`src/rtl/tag_pkg.sv`:
```
package tag_pkg;

  typedef enum logic [1:0] {
    OP_LOAD    = 2'd0,
    OP_STORE   = 2'd1,
    OP_TAGSET  = 2'd2,
    OP_BLKINIT = 2'd3
  } op_e;

  localparam logic [7:0] CODE_PRECISE = 8'h1A;
  localparam logic [7:0] CODE_DISRUPT = 8'h7E;
  localparam logic [7:0] CODE_NOTAG   = 8'h0A;

  typedef struct packed {
    logic       ok;
    logic       trap;
    logic [7:0] code;
    logic       sel_pc;
    logic       set_pend;
    logic       wr_en;
    logic       wr_zero;
  } verdict_t;

endpackage

```
`src/rtl/tag_store.sv`:
```
module tag_store #(
  parameter int NUM_BLOCKS = 64,
  parameter int TAG_W      = 4,
  localparam int IDX_W     = $clog2(NUM_BLOCKS)
) (
  input  logic             clk,
  input  logic             rst,
  input  logic [IDX_W-1:0] rd_idx,
  output logic [TAG_W-1:0] rd_tag,
  input  logic             wr_en,
  input  logic [IDX_W-1:0] wr_idx,
  input  logic [TAG_W-1:0] wr_tag
);

  logic [TAG_W-1:0] mem [NUM_BLOCKS];

  // Reset wipes every block so all of memory starts as a wildcard.
  always_ff @(posedge clk) begin
    if (rst) begin
      for (int i = 0; i < NUM_BLOCKS; i++) mem[i] <= '0;
    end else if (wr_en) begin
      mem[wr_idx] <= wr_tag;
    end
  end

  assign rd_tag = mem[rd_idx];

endmodule

```
`src/rtl/tag_judge.sv`:
```
module tag_judge
  import tag_pkg::*;
#(
  parameter int TAG_W = 4
) (
  input  logic             valid,
  input  op_e              op,
  input  logic             nofault,
  input  logic             task_en,
  input  logic             page_chk,
  input  logic             page_ro,
  input  logic             precise_en,
  input  logic             pend_now,
  input  logic             clr,
  input  logic [TAG_W-1:0] addr_tag,
  input  logic [TAG_W-1:0] mem_tag,
  output verdict_t         v
);

  localparam logic [TAG_W-1:0] WILD_HI = {TAG_W{1'b1}};

  logic wild;
  logic mism;

  always_comb begin
    wild = (addr_tag == '0) || (addr_tag == WILD_HI) ||
           (mem_tag == '0)  || (mem_tag == WILD_HI);
    mism = task_en && page_chk && !wild && (addr_tag != mem_tag);
  end

  always_comb begin
    v = '0;
    if (valid) begin
      unique case (op)
        OP_LOAD: begin
          if (mism && !nofault) begin
            v.trap = 1'b1;
            v.code = CODE_PRECISE;
          end else begin
            v.ok = 1'b1;
          end
        end
        OP_STORE: begin
          if (mism && precise_en) begin
            v.trap = 1'b1;
            v.code = CODE_PRECISE;
          end else begin
            v.ok = 1'b1;
            // deferred error keeps only the first miss until cleared
            if (mism && (!pend_now || clr)) begin
              v.trap     = 1'b1;
              v.code     = CODE_DISRUPT;
              v.sel_pc   = 1'b1;
              v.set_pend = 1'b1;
            end
          end
        end
        OP_TAGSET: begin
          if (!task_en) begin
            v.trap = 1'b1;
            v.code = CODE_NOTAG;
          end else if (!page_ro) begin
            v.ok    = 1'b1;
            v.wr_en = 1'b1;
          end
        end
        OP_BLKINIT: begin
          v.ok      = 1'b1;
          v.wr_en   = 1'b1;
          v.wr_zero = 1'b1;
        end
        default: v = '0;
      endcase
    end
  end

endmodule

```
`src/rtl/trap_report.sv`:
```
module trap_report
  import tag_pkg::*;
#(
  parameter int ADDR_W = 64
) (
  input  logic              clk,
  input  logic              rst,
  input  logic              req_valid,
  input  verdict_t          v,
  input  logic [ADDR_W-1:0] addr,
  input  logic [ADDR_W-1:0] pc,
  input  logic              clr,
  output logic              rsp_valid,
  output logic              rsp_ok,
  output logic              trap_valid,
  output logic [7:0]        trap_code,
  output logic [ADDR_W-1:0] trap_addr,
  output logic              pend,
  output logic [ADDR_W-1:0] pend_pc
);

  always_ff @(posedge clk) begin
    if (rst) begin
      rsp_valid  <= 1'b0;
      rsp_ok     <= 1'b0;
      trap_valid <= 1'b0;
      trap_code  <= '0;
      trap_addr  <= '0;
      pend       <= 1'b0;
      pend_pc    <= '0;
    end else begin
      rsp_valid  <= req_valid;
      rsp_ok     <= v.ok;
      trap_valid <= v.trap;
      if (v.trap) begin
        trap_code <= v.code;
        trap_addr <= v.sel_pc ? pc : addr;
      end
      if (v.set_pend) begin
        pend    <= 1'b1;
        pend_pc <= pc;
      end else if (clr) begin
        pend <= 1'b0;
      end
    end
  end

endmodule

```
`src/rtl/mem_tag_guard.sv`:
```
module mem_tag_guard
  import tag_pkg::*;
#(
  parameter int ADDR_W      = 64,
  parameter int TAG_W       = 4,
  parameter int NUM_BLOCKS  = 64,
  parameter int BLOCK_BYTES = 64
) (
  input  logic              clk,
  input  logic              rst,
  input  logic              req_valid,
  input  logic [1:0]        req_op,
  input  logic              req_nofault,
  input  logic [ADDR_W-1:0] req_addr,
  input  logic [ADDR_W-1:0] req_pc,
  input  logic [TAG_W-1:0]  req_tag,
  input  logic              task_en,
  input  logic              page_chk,
  input  logic              page_ro,
  input  logic              precise_en,
  input  logic              clr_disrupt,
  output logic              rsp_valid,
  output logic              rsp_ok,
  output logic              trap_valid,
  output logic [7:0]        trap_code,
  output logic [ADDR_W-1:0] trap_addr,
  output logic              disrupt_pending,
  output logic [ADDR_W-1:0] disrupt_pc
);

  localparam int OFS_W = $clog2(BLOCK_BYTES);
  localparam int IDX_W = $clog2(NUM_BLOCKS);

  logic [IDX_W-1:0] blk_idx;
  logic [TAG_W-1:0] addr_tag;
  logic [TAG_W-1:0] mem_tag;
  logic [TAG_W-1:0] wr_tag;
  verdict_t         verdict;

  assign blk_idx  = req_addr[OFS_W +: IDX_W];
  assign addr_tag = req_addr[ADDR_W-1 -: TAG_W];
  assign wr_tag   = verdict.wr_zero ? '0 : req_tag;

  tag_store #(
    .NUM_BLOCKS (NUM_BLOCKS),
    .TAG_W      (TAG_W)
  ) u_store (
    .clk    (clk),
    .rst    (rst),
    .rd_idx (blk_idx),
    .rd_tag (mem_tag),
    .wr_en  (verdict.wr_en),
    .wr_idx (blk_idx),
    .wr_tag (wr_tag)
  );

  tag_judge #(
    .TAG_W (TAG_W)
  ) u_judge (
    .valid      (req_valid),
    .op         (op_e'(req_op)),
    .nofault    (req_nofault),
    .task_en    (task_en),
    .page_chk   (page_chk),
    .page_ro    (page_ro),
    .precise_en (precise_en),
    .pend_now   (disrupt_pending),
    .clr        (clr_disrupt),
    .addr_tag   (addr_tag),
    .mem_tag    (mem_tag),
    .v          (verdict)
  );

  trap_report #(
    .ADDR_W (ADDR_W)
  ) u_report (
    .clk        (clk),
    .rst        (rst),
    .req_valid  (req_valid),
    .v          (verdict),
    .addr       (req_addr),
    .pc         (req_pc),
    .clr        (clr_disrupt),
    .rsp_valid  (rsp_valid),
    .rsp_ok     (rsp_ok),
    .trap_valid (trap_valid),
    .trap_code  (trap_code),
    .trap_addr  (trap_addr),
    .pend       (disrupt_pending),
    .pend_pc    (disrupt_pc)
  );

endmodule

```
`config.mk`:
```
export PLATFORM = sky130hd
export DESIGN_NAME = mem_tag_guard
export DESIGN_NICKNAME = d
export VERILOG_FILES = /design/src/rtl/tag_pkg.sv /design/src/rtl/tag_store.sv /design/src/rtl/tag_judge.sv /design/src/rtl/trap_report.sv /design/src/rtl/mem_tag_guard.sv
export SDC_FILE = /design/constraint.sdc
export NUM_CORES = 1
export LEC_CHECK = 0
export ABC_CLOCK_PERIOD_IN_PS = 2700
export BUFFER_PORTS_ARGS = -buffer_cell sky130_fd_sc_hd__clkbuf_2
export CORE_UTILIZATION = 51
export CTS_CLUSTER_SIZE = 30
export DETAILED_ROUTE_END_ITERATION = 12
export GPL_TIMING_DRIVEN = 0
export PLACE_DENSITY_LB_ADDON = 0.1
export SLEW_MARGIN = 20
export SYNTH_ARGS = -nofsm -noshare
export SYNTH_HDL_FRONTEND = slang
export SYNTH_SLANG_ARGS = --single-unit
```
`constraint.sdc`:
```
create_clock -name clk -period 2.7 [get_ports clk]
set_input_delay 0 -clock clk [delete_from_list [all_inputs] [get_ports clk]]
set_output_delay 0 -clock clk [all_outputs]
set_load 0.005 [all_outputs]
```
After elaboration in Yosys (flattened, before gate mapping):

Memories as Yosys holds them, arrays and structs flattened.
Cells that the tools add are included.

* equality and inequality tests: 6
* reductions and logical operators: 19
* bitwise logic cells: 1
* mux-type cells: 27

Operators by type and width (count)
* 64-bit two-way mux: 1
* 9-bit two-way mux: 3
* 9-bit one-hot mux with 3 select lines: 1
* 1-bit two-way mux: 13
* 13-bit two-way mux: 1
* 11-bit two-way mux: 1
* 4-bit equality test (second input constant): 2
* 4-bit zero test: 2
* 4-bit two-way mux: 2
* 1-bit logical AND: 6
* 6-bit two-way mux: 1
* 2-bit equality test (second input constant): 2
* 1-bit logical OR: 4
* 2-bit two-way mux: 2
* 4-bit inequality test: 1
* 1-bit one-hot mux with 4 select lines: 1
* 4-bit OR reduction: 1
* 1-bit zero test: 3
* 2-bit by 1-bit equality test with 1-bit output (second input constant): 1
* 2-bit zero test: 1
* 1-bit one-hot mux with 2 select lines: 1
* 2-bit nonzero test: 1
* 2-bit OR reduction: 1
* 1-bit NOT: 1

* output and inout bits: 140
* bits of input ports: 143
* register bits: 140
* memories kept: 1
* bits in writable memories: 256
* word-level logic and storage cells: 61

Memories
* u_store.mem: words 64, width 4, read ports 1, clocked after Yosys merged registers in 0, write ports 64, line tag_store.sv:15 `logic [TAG_W-1:0] mem [NUM_BLOCKS];`

Depth between registers and ports, before layout:

* depth after elaboration: 17
* depth in mapped cells: 17
* gate-level depth less buffers: 9

By module:

Synthesis repeated with hierarchy kept, for this count alone.

* cell total of the unflattened synthesis: 1441
* area, all modules: 18157.4 um^2

By module, submodules not included
* tag_store: area an instance 12396.9 um^2, seq. area each 7687.4 um^2, cells each 873, instances 1
* trap_report: area an instance 5475.3 um^2, seq. area each 2802.7 um^2, cells each 527, instances 1
* tag_judge: area an instance 260.2 um^2, seq. area each 0.0 um^2, cells each 37, instances 1
* mem_tag_guard: area an instance 25.0 um^2, seq. area each 0.0 um^2, cells each 4, instances 1

Least setup slack after synthesis:

Ideal clock, no wire load.

* kind: input -> register
* start: in req_addr[8]
* end: reg u_report.trap_addr[18]
* arrival: 2.877 ns
* buffers on the path: 5
* required time: 2.612 ns
* slack: -0.265 ns
* setup time: 0.088 ns
* stages: 14
* cells stage by stage: buf_2 clkbuf_1 mux4_2 nand2_1 o21ai_0 a2111oi_0 and3_1 nor4_1 and3b_1 buf_2 buf_4 buf_1 nand3_1 a311oi_2

* longest elaborated chain between the ends: 13

RTL lines
* from (decl): line mem_tag_guard.sv:14 `input logic [ADDR_W-1:0] req_addr,`
* memory read 64 x 4 bit (*)
* 4-bit zero test: line tag_judge.sv:27 `(mem_tag == '0) || (mem_tag == WILD_HI);`
* 1-bit logical OR: line tag_judge.sv:26 `wild = (addr_tag == '0) || (addr_tag == WILD_HI) ||`
* 1-bit logical OR: line tag_judge.sv:27
* 1-bit zero test: line tag_judge.sv:28 `mism = task_en && page_chk && !wild && (addr_tag != mem_tag);`
* 1-bit logical AND: line tag_judge.sv:28
* 1-bit logical AND (*): line tag_judge.sv:28
* 1-bit logical AND: line tag_judge.sv:50 `if (mism && (!pend_now || clr)) begin`
* 11-bit two-way mux: line tag_judge.sv:50
* 2-bit two-way mux: line tag_judge.sv:44 `if (mism && precise_en) begin`
* 2-bit two-way mux: line tag_judge.sv:34 `unique case (op)`
* 13-bit two-way mux (*): line tag_judge.sv:33 `if (valid) begin`
* 64-bit two-way mux: line trap_report.sv:37 `trap_addr <= v.sel_pc ? pc : addr;`
* to (signal assigned): line trap_report.sv:37
* to (decl): line trap_report.sv:17 `output logic [ADDR_W-1:0] trap_addr,`

Every way passes the cells marked *; elsewhere a longest branch is shown, timed or not.
A chain may end at the register's enable or synchronous reset.

Worst setup path in the final report:

* start: mem u_store.mem[32][1]
* end: reg u_report.trap_addr[43]

* longest elaborated chain between the ends: 13

RTL lines (line)
* from (decl): tag_store.sv:15
* memory read 64 x 4 bit (*)
* 4-bit zero test: tag_judge.sv:27
* 1-bit logical OR: tag_judge.sv:26
* 1-bit logical OR: tag_judge.sv:27
* 1-bit zero test: tag_judge.sv:28
* 1-bit logical AND: tag_judge.sv:28
* 1-bit logical AND (*): tag_judge.sv:28
* 1-bit logical AND: tag_judge.sv:50
* 11-bit two-way mux: tag_judge.sv:50
* 2-bit two-way mux: tag_judge.sv:44
* 2-bit two-way mux: tag_judge.sv:34
* 13-bit two-way mux (*): tag_judge.sv:33
* 64-bit two-way mux: trap_report.sv:37

Marked as above.

==> key figures <==
Route
  – DR vias/cell: 6.96
  – DR DRC count: 0
  – Final WL: 83600 µm
  – Via Count: 18026
  – Number of DRC markers in iteration 0: 2834
  – Routed WL per cell: 32.3 µm
  – First-pass DRT Iterations: 8
  – Antenna Violating Nets Remaining: 0

Yosys
  – Yosys warnings: 0
  – Synthesized netlist cell count: 1611
  – Cell area after synthesis: 17700 µm²
  – Synth top area share: 43.4%
  – Register area share after synthesis: 58.6%
  – Count leader, synth: nor2_1
  – Area leader, netlist: edfxtp_1
  – Post-synth ARST share: 0%
  – Top area cells in the synthesized netlist: edfxtp_1 43%, dfxtp_1 15%, nor2_1 5.7%, mux4_2 4.1%, o21ai_0 3.4%
  – Syn_area_per_cell: 11.0 µm²
  – Synth Register Bits: 391
  – Synth cell count leaders: 271 x nor2_1, 256 x edfxtp_1, 135 x dfxtp_1
  – Number of synthesized flops with an enable pin: 256
  – Top_reg_cell synth: edfxtp_1
  – Number of distinct library cells after synthesis: 59

GRT
  – Vias in the first global route: 16829
  – First-pass GRT wire length: 107000 µm
  – Total GRT Usage: 40.8%
  – Gr ovfl total: 0
  – M1 GR Usage: 47.6%
  – Met3 Use GR: 12.1%
  – Initial antenna violation count: 7
  – Pin count of the biggest net entering global routing: 15
  – Global routing's busiest layer: met2
  – Met2 Use GR: 64.7%

Run
  – Max Cap Violations: 0

Placement
  – Placer congestion estimate: 0.967
  – Pre-CTS setup slack: -1.55 ns
  – PortBufs: 274
  – Hpwl dp: 45000 µm

Power
  – Final Power: 15.2 mW
  – PD cells: 605 nW/µm²
  – Peak VDD IR: 0.492 mV
  – Leak: 8.99 nW

STA
  – Setup ws final: -1.41 ns
  – Final count of pins violating max slew: 0
  – Final setup vio count: 134
  – Max-slew headroom: 13.3%
  – Hold WS: 0.0690 ns
  – Fin crit share: 152%
  – Hold Fails Final Rpt: 0
  – F_max: 0.243 GHz
  – Worst slew pin tran: 1.29 ns
  – Unrepaired setup endpoints after global routing: true
  – Clock Skew: 0.0259 ns
  – Fin crit period: 4.11 ns

Die
  – Core area: 33900 µm²
  – Io pins: 283
  – Die outline width: 188 µm
  – Die Y-Extent: 188 µm
  – Initial Util: 52.3%
  – Site row count: 67
  – Die Footprint: 35500 µm²

Layout
  – Multi-input gate area: 8060 µm²
  – Share of layout cells above drive strength 1: 36.4%
  – Fin util: 74.1%
  – Final net count: 2244
  – Area growth, synth to finish: 41.6%
  – Fill count: 2090
  – FF+latch area: 10400 µm²

Critical path
  – Max FO, Critical Path: 10
  – WP data arrival: 4.50 ns
  – Crit-path max cell delay: 1.04 ns
  – Worst setup EP type: register
  – Worst-path cell chain: mux4_2 -> mux2i_1 -> o22ai_1 -> nor4_4 -> nor4_2 -> nand3b_1 -> buf_4 -> buf_6 -> clkbuf_2 -> o21ai_0 -> a311oi_1
  – CP bufs+invs: 3
  – Slowest-stage cell, CP: o21ai_0
  – CP startpoint kind: register
  – Kind of cell adding the most delay to the critical path: compound AO/OA/AOI/OAI gates
  – Setup Crit Path Kind: register to register
  – CP Data Required Time: 3.08 ns

Run status
  – Outcome: complete, but fails checks
  – Failing checks: negative setup slack

Clock tree
  – CTS buffer count: 42
  – CTS tree: built
  – Skew-Pair Late Insertion Delay: 0.56 ns
  – Clk slew on worst S/H paths: 0.06 ns
  – CTS Buffer Depth: 3
  – CTS Root Cell: clkbuf_16
  – H-tree Lvls: 2
  – Clk sinks: 391

Min path
  – Worst Hold Class: input pin to register
## cell usage in the layout, fill, tap and decap left out, drive strengths merged, types with 45 or more instances in the layout
| master | count |
|---|---|
| clkbuf | 431 |
| nor2 | 272 |
| edfxtp | 256 |
| dfxtp | 135 |
| o21ai | 135 |
| dlygate4sd3 | 130 |
| buf | 100 |
| nand2 | 84 |
| nand3 | 77 |
| a21oi | 73 |
| a211oi | 67 |
| nand2b | 66 |
| a311oi | 65 |
| mux2i | 45 |
## per-stage QoR
| step | instance area (µm²) | instances | setup TNS (ns) |
|---|---|---|---|
| after CTS | 24400 | 2571 | -64.51 |
| final | 25100 | 2591 | -90.20 |
| after global placement | 19800 | 2334 | -424.39 |
| after detailed placement | 19800 | 2335 | -281.82 |
| after floorplan | 17900 | 1612 | -5.39 |
| after global routing | 25100 | 2586 | -92.68 |
## layout make-up
class / count / area share [%]
flip-flops and latches: 391 / 41.4
multi-input cells: 1053 / 32.1
repair buffers: 446 / 13.3
plain buffers: 161 / 5.11
clock buffers: 54 / 4.75
well taps: 448 / 2.23
clock inverters: 20 / 0.972
diodes: 12 / 0.120
inverters: 6 / 0.0897
## cells by family (layout without fill, tap and decap cells)
family	count (synthesis)	count (layout)	share of synthesized area [%]
mux	82	82	6.92
flops	391	391	58.6
xor+xnor	2	2	0.0988
buf+inv	168	687	4.43
simple gates	555	555	14.2
other cells	1	14	0.0212
compound gates	412	412	15.7
## state kept, by name (all words and copies together) (netlist names)
signal,cells
u_report.rsp_ok,1
u_report.trap_code,3
u_report.trap_valid,1
u_report.rsp_valid,1
u_report.pend_pc,64
u_store.mem,256
u_report.pend,1
u_report.trap_addr,64
## metal layers
layer | part of all wire (%) | wire length, µm
met4 | 11 | 8930
met3 | 14 | 12100
met1 | 32 | 27000
met2 | 42 | 35500
met5 | 0.15 | 124
## tightest hold or removal path, cell delays in order
cell	delay (ns)
clkbuf_2	0.12
nand3_2	0.25
nor2_1	0.06
## timing repair
item	in CTS	in global routing
hold buffers	130	0
gates resized for setup	339	155
endpoints found under the setup margin	150	148
endpoints found under the hold margin	131	0
cloned	18	5
setup buffers	14	6
pin swaps	82	41
## where the power goes
group          switching, mW  internal, mW
combinational           1.38         0.889
sequential             0.148          6.63
clock                   2.47          3.68
total                   3.99          11.2
## path summary, 6_finish.rpt
kind / depth (start not counted) / slack [ns] / to / start
worst max-delay path: 11 / -1.41 / u_report.trap_addr[43] / u_store.mem[32][1]
worst min-delay path: 3 / 0.07 / u_store.mem[48][2] / req_tag[2]
worst max register to register: 11 / -1.41 / u_report.trap_addr[43] / u_store.mem[32][1]
worst min register to register: 2 / 0.47 / u_report.pend_pc[50] / u_report.pend_pc[50]
Power figures use the tool's default switching activity.
